[src/rtl/ccRxPkg.sv]
package ccRxPkg;
  // strobes from control to datapath
  typedef struct packed {
    logic arm;     // load first compare target from timer
    logic step;    // take a sample and advance the target
    logic finish;  // last sample: publish the byte
  } rxCtl_t;
endpackage

[src/rtl/ccRxDatapath.sv]
module ccRxDatapath
  import ccRxPkg::*;
#(
  parameter int TW = 16,
  parameter int DW = 8,
  parameter int SYNC_STAGES = 2
) (
  input  logic          clk,
  input  logic          rstN,
  input  logic          rxLine,
  input  logic [TW-1:0] timerVal,
  input  logic [TW-1:0] bitPeriod,
  input  logic [TW-1:0] halfPeriod,
  input  rxCtl_t        ctl,
  output logic          fallEdge,
  output logic          cmpHit,
  output logic [DW-1:0] rxByte
);
  logic [SYNC_STAGES-1:0] syncReg;
  logic                   lineQ;
  logic                   lineDly;
  logic [TW-1:0]          cmpReg;
  logic [DW-1:0]          shiftReg;
  logic [DW-1:0]          nextShift;

  assign lineQ     = syncReg[SYNC_STAGES-1];
  assign fallEdge  = lineDly & ~lineQ;
  assign cmpHit    = (timerVal == cmpReg);
  assign nextShift = {lineQ, shiftReg[DW-1:1]};

  always_ff @(posedge clk) begin
    if (!rstN) begin
      syncReg <= '1;
      lineDly <= 1'b1;
    end else begin
      syncReg <= {syncReg[SYNC_STAGES-2:0], rxLine};
      lineDly <= lineQ;
    end
  end

  always_ff @(posedge clk) begin
    if (!rstN) begin
      cmpReg   <= '0;
      shiftReg <= '0;
      rxByte   <= '0;
    end else begin
      if (ctl.arm)       cmpReg <= timerVal + bitPeriod + halfPeriod;
      else if (ctl.step) cmpReg <= cmpReg + bitPeriod;
      if (ctl.step)      shiftReg <= nextShift;
      if (ctl.finish)    rxByte <= nextShift;
    end
  end

  // first target sits one and a half bits after the captured time
  p_first_target_r3: assert property (@(posedge clk) disable iff (!rstN)
    ctl.arm |=> (TW'(cmpReg - $past(timerVal)) == TW'($past(bitPeriod) + $past(halfPeriod))));
  // each sample moves the target by exactly one bit
  p_target_step_r3: assert property (@(posedge clk) disable iff (!rstN)
    (ctl.step && !ctl.arm) |=> (TW'(cmpReg - $past(cmpReg)) == $past(bitPeriod)));
  // newest sample enters at the top bit
  p_msb_entry_r4: assert property (@(posedge clk) disable iff (!rstN)
    ctl.step |=> (shiftReg[DW-1] == $past(lineQ)));
endmodule

[src/rtl/ccRxCtrl.sv]
module ccRxCtrl
  import ccRxPkg::*;
#(
  parameter int DW = 8
) (
  input  logic   clk,
  input  logic   rstN,
  input  logic   fallEdge,
  input  logic   cmpHit,
  output rxCtl_t ctl,
  output logic   byteReady,
  output logic   inCapture
);
  localparam int CW = $clog2(DW + 1);

  logic          capMode;
  logic [CW-1:0] bitCnt;

  assign inCapture  = capMode;
  assign ctl.arm    = capMode & fallEdge;
  assign ctl.step   = ~capMode & cmpHit;
  assign ctl.finish = ctl.step & (bitCnt == CW'(1));

  always_ff @(posedge clk) begin
    if (!rstN) begin
      capMode   <= 1'b1;
      bitCnt    <= CW'(DW);
      byteReady <= 1'b0;
    end else begin
      byteReady <= ctl.finish;
      if (ctl.arm) begin
        capMode <= 1'b0;
        bitCnt  <= CW'(DW);
      end else if (ctl.step) begin
        if (ctl.finish) begin
          capMode <= 1'b1;
          bitCnt  <= CW'(DW);
        end else begin
          bitCnt <= bitCnt - CW'(1);
        end
      end
    end
  end

  // a start edge seen while idle leaves capture mode
  p_start_leaves_capture_r2: assert property (@(posedge clk) disable iff (!rstN)
    (capMode && fallEdge) |=> !capMode);
  // edges during compare mode do not touch the bit count
  p_edge_ignored_r6: assert property (@(posedge clk) disable iff (!rstN)
    (!capMode && fallEdge && !cmpHit) |=> (!capMode && $stable(bitCnt)));
  // strobe lasts one cycle and comes with capture mode
  p_strobe_pulse_r5: assert property (@(posedge clk) disable iff (!rstN)
    byteReady |=> !byteReady);
  p_strobe_rearm_r5: assert property (@(posedge clk) disable iff (!rstN)
    byteReady |-> capMode);
endmodule

[src/rtl/ccTimedRx.sv]
module ccTimedRx
  import ccRxPkg::*;
#(
  parameter int TW = 16,
  parameter int DW = 8,
  parameter int SYNC_STAGES = 2
) (
  input  logic          clk,
  input  logic          rstN,
  input  logic          rxLine,
  input  logic [TW-1:0] timerVal,
  input  logic [TW-1:0] bitPeriod,
  input  logic [TW-1:0] halfPeriod,
  output logic [DW-1:0] rxByte,
  output logic          byteReady,
  output logic          inCapture
);
  rxCtl_t ctl;
  logic   fallEdge;
  logic   cmpHit;

  ccRxDatapath #(.TW(TW), .DW(DW), .SYNC_STAGES(SYNC_STAGES)) i_dp (
    .clk(clk), .rstN(rstN), .rxLine(rxLine), .timerVal(timerVal),
    .bitPeriod(bitPeriod), .halfPeriod(halfPeriod), .ctl(ctl),
    .fallEdge(fallEdge), .cmpHit(cmpHit), .rxByte(rxByte)
  );

  ccRxCtrl #(.DW(DW)) i_ctrl (
    .clk(clk), .rstN(rstN), .fallEdge(fallEdge), .cmpHit(cmpHit),
    .ctl(ctl), .byteReady(byteReady), .inCapture(inCapture)
  );

  // the output byte only moves together with the strobe
  p_byte_hold_r8: assert property (@(posedge clk) disable iff (!rstN)
    !byteReady |-> $stable(rxByte));
endmodule

[config.mk]
export PLATFORM = sky130hd
export DESIGN_NAME = ccTimedRx
export DESIGN_NICKNAME = d
export VERILOG_FILES = /design/src/rtl/ccRxPkg.sv /design/src/rtl/ccRxDatapath.sv /design/src/rtl/ccRxCtrl.sv /design/src/rtl/ccTimedRx.sv
export SDC_FILE = /design/constraint.sdc
export NUM_CORES = 1
export LEC_CHECK = 0
export ABC_AREA = 0
export CAP_MARGIN = 20
export CORE_ASPECT_RATIO = 0.9
export CORE_MARGIN = 5
export CORE_UTILIZATION = 59
export DETAILED_ROUTE_END_ITERATION = 8
export HOLD_SLACK_MARGIN = 0.12
export PLACE_DENSITY = 0.88
export SYNTH_ARGS = -nofsm -noshare
export SYNTH_HDL_FRONTEND = slang
export SYNTH_HIERARCHICAL = 1
export SYNTH_SLANG_ARGS = --single-unit
[constraint.sdc]
create_clock -name clk -period 4.6 [get_ports clk]
set_clock_uncertainty 0.15 [all_clocks]
set_input_delay 0.92 -clock clk [delete_from_list [all_inputs] [get_ports clk]]
set_output_delay 0.92 -clock clk [all_outputs]
set_load 0.005 [all_outputs]
==> impl_metrics.yaml <==
worst_setup_path:
  critical-path-top-cell-by-count: "sky130_fd_sc_hd__inv_1"
  worst-setup-path-type: "input pin to flip-flop"
  worst_path_cell_with_the_longest_stage_delay: "sky130_fd_sc_hd__clkdlybuf4s50_1"
  critPathLaunchType: "input pin"
  cp_num_buf_inv: 4
  worstPathRequired_ns: 4.67
  critical_path_arrival_ns: 3.99
  worstSetupEndpointType: "flip-flop"
  cpLargestDelayFamily: "adder cells"
  worstPathMaxFanout: 3
  max_stage_delay_ns: 0.52
  timing.critical_path.cells: "clkdlybuf4s50_1 -> inv_1 -> fa_1 -> inv_1 -> ha_1 -> inv_1 -> fa_1 -> nand2b_1 -> a21oi_2 -> o41ai_1 -> o21ba_2 -> o211ai_1 -> xnor2_1 -> a221oi_2"
clock_network:
  clk_pin_slew_ns: 0.09
  clock_insertion_delay_worst_skew_ns: 0.31
  post_cts_buffers: 0
  clock_sink_count: 40
  cts_hold_buf: 0
  cts.path.max_buffers: 2
  clock-root-buffer: "sky130_fd_sc_hd__clkbuf_8"
  ctsResizeCount: 0
  htree_levels: 2
  tritoncts: "yes"
  numCtsBuffers: 5
logic_synthesis:
  synthFlopType: "sky130_fd_sc_hd__dfxtp_1"
  synth_async_sr_flop_share: 0
  ys_seq_elements: 40
  synth_enable_flop_cells: 0
  synth.cell_area_mm2: 0.00359
  synthesis.area_per_instance_um2: 8.92
  synth_cell_types: 61
  synthCells: 402
  yosysWarnings: 6
  synth.net_count: 501
  yosysSeqAreaShare: 0.223
sta:
  slew_headroom: 0.518
  report.final.setup_viol: 0
  worstMarginPinSlew_ns: 0.716
  hold-worst-slack_ns: 0.285
  final_count_of_pins_violating_max_slew: 0
  fin_tns_setup_ns: 0
  final_hold_violation_count: 0
  timing.final.crit_period_ns: 3.91
  rsz0062_at_grt: "false"
  maxClockFrequency_mhz: 256
  post-route-period-util: 0.850
cells_and_area:
  fin_area_mm2: 0.00434
  fin_nets: 560
  fin_util: 0.722
  drive_gt1_frac: 0.0671
  area_growth_pct: 21.1
  antenna_cells: 0
floorplan:
  fp.dieArea_mm2: 0.00774
  die_width_um: 92.2
  core.rowCount: 27
  core_mm2: 0.00601
  initial_core_util: 0.596
  die-height_um: 84.0
  boundaryPins: 61
hold_path:
  worst_hold_check_path_type: "flip-flop to flip-flop"
pwr:
  lkg_pwr_uw: 0.00170
  power_density_mw_per_mm2: 265
  ir_worst_vdd_v: 0.000141
status:
  outcome: "finished clean"
detailed_routing:
  drt_wl_total_um: 9700
  detail_route.iter0.violations: 368
  post_drt_wl_per_cell_um: 18.2
  drt_drc_violations_left: 0
  vias_per_cell: 6.39
  number_of_nets_with_antenna_violations_after_routing: 0
  num_vias: 3411
  drt_pre_antenna_iters: 5
placement:
  detailed_place.area_mm2: 0.00423
  io_buffers: 60
  gp_congestion: 0.939
  hpwlAfterDp_um: 7590
global_route:
  grt.overflow.total: 0
  global_route_wire_length_before_repair_um: 15500
  grt_pass1_vias: 3223
  grt_start_max_net_pins: 33
  grt_util_all_layers: 0.250
  antenna_violations_before_repair: 0
job:
  timing.max_cap.violations: 0
-- placed cells by master, fill, tap and decap left out, types with 4 or more instances in the layout --
master / netlist / final
sky130_fd_sc_hd__a211oi_1: 11 / 11
sky130_fd_sc_hd__a21o_1: 9 / 9
sky130_fd_sc_hd__a21oi_1: 29 / 29
sky130_fd_sc_hd__and2_1: 4 / 4
sky130_fd_sc_hd__clkbuf_8: 0 / 5
sky130_fd_sc_hd__clkdlybuf4s50_1: 0 / 60
sky130_fd_sc_hd__dfxtp_1: 40 / 40
sky130_fd_sc_hd__fa_1: 17 / 17
sky130_fd_sc_hd__ha_1: 31 / 31
sky130_fd_sc_hd__inv_1: 18 / 18
sky130_fd_sc_hd__mux2i_1: 16 / 16
sky130_fd_sc_hd__nand2_1: 18 / 18
sky130_fd_sc_hd__nand2b_1: 10 / 10
sky130_fd_sc_hd__nand3_1: 6 / 6
sky130_fd_sc_hd__nand3b_1: 4 / 4
sky130_fd_sc_hd__nand4_1: 8 / 8
sky130_fd_sc_hd__nor2_1: 39 / 39
sky130_fd_sc_hd__nor2b_1: 5 / 5
sky130_fd_sc_hd__nor3_1: 11 / 11
sky130_fd_sc_hd__o211ai_1: 4 / 4
sky130_fd_sc_hd__o21a_1: 5 / 5
sky130_fd_sc_hd__o21ai_0: 9 / 9
sky130_fd_sc_hd__o21ai_1: 4 / 4
sky130_fd_sc_hd__xnor2_1: 30 / 30
sky130_fd_sc_hd__xor2_1: 9 / 9
-- layout make-up --
class                   count  area, um2
multi-input cells         330       2630
fillers                   457       1670
flip-flops and latches     40        801
repair buffers             63        623
well taps                  72       90.1
inverters                  21       81.3
clock buffers               5       68.8
clock inverters             3       46.3
-- registers in the layout, summed over array words and instances, names as in the netlist --
signal / flops
i_ctrl/inCapture: 1
i_dp/lineDly: 1
i_dp/shiftReg: 7
i_dp/syncReg: 2
i_dp/cmpReg: 16
i_dp/rxByte: 8
i_ctrl/byteReady: 1
i_ctrl/bitCnt: 4
-- power by group --
group          internal [uW]  leakage [uW]  switching (uW)
clock network            164     0.0000548             148
logic                    217       0.00132             257
registers                356      0.000325            9.88
total                    737       0.00170             415
-- cell usage after synthesis, drive strengths merged (2+ instances only) --
cell     n  share of area
nand3    6         0.0084
nand2   18          0.019
a31oi    3         0.0094
o41ai    2         0.0049
dfxtp   40           0.22
xor2     9          0.022
a211o    2         0.0049
nand4    8          0.014
xnor2   30          0.073
ha      31           0.11
o31ai    3         0.0063
or3      3         0.0052
nand3b   4         0.0084
nor2    40          0.043
a211oi  14          0.033
o31a     2         0.0049
nor3    13          0.021
a311oi   3         0.0073
o21a     5          0.010
a21o     9          0.019
nand2b  11          0.021
mux2i   16          0.045
and3     3         0.0066
clkinv   2         0.0021
a221oi   6          0.020
nor2b    5         0.0087
clkbuf   4         0.0042
and2     4         0.0070
a21oi   31          0.045
nor4     2         0.0035
inv     19          0.021
fa      17          0.095
o21ai   13          0.018
o211ai   4         0.0084
buf      7          0.015
-- per-stage QoR --
step | instances | setup WS [ns] | total power [uW]
after global placement | 526 | 0.586 | 815
after global routing | 534 | 0.508 | 1210
after detailed placement | 526 | 0.449 | 829
after floorplan | 402 | 1.20 | 691
after CTS | 534 | 0.730 | 1140
final | 534 | 0.688 | 1150
-- metal layers --
layer / wire, um / GRT usage / share of wire / vias to the layer above
li1: - / - / - / 1574
met1: 4060 / 0.323 / 0.42 / 1614
met2: 4520 / 0.410 / 0.47 / 194
met3: 862 / 0.0595 / 0.089 / 29
met4: 258 / 0.0796 / 0.027 / 0
met5: 0 / 0 / 0 / -
-- logic make-up (layout without fill, tap and decap cells) --
group                      Yosys count  after routing  synth area share
and+or+nand+nor                    119            119             0.169
AOI/OAI and AO/OA                  107            107             0.219
adders and majority gates           48             48             0.203
DFF                                 40             40             0.223
xor gates and xnor gates            39             39            0.0953
buffers and inverters               32             92            0.0422
muxes                               17             17            0.0478
-- final timing paths --
| path | start | depth (start not counted) | end | slack, ns |
|---|---|---|---|---|
| worst max-delay path | timerVal[0] | 14 | i_dp/cmpReg[15]$_SDFFE_PN0P_ | 0.69 |
| worst min-delay path | i_dp/syncReg[0]$_SDFF_PN1_ | 1 | i_dp/syncReg[1]$_SDFF_PN1_ | 0.28 |
| worst max register to register | i_dp/cmpReg[14]$_SDFFE_PN0P_ | 9 | i_dp/rxByte[1]$_SDFFE_PN0P_ | 1.62 |
| worst min register to register | i_dp/syncReg[0]$_SDFF_PN1_ | 1 | i_dp/syncReg[1]$_SDFF_PN1_ | 0.28 |
Power figures use the tool's default switching activity.
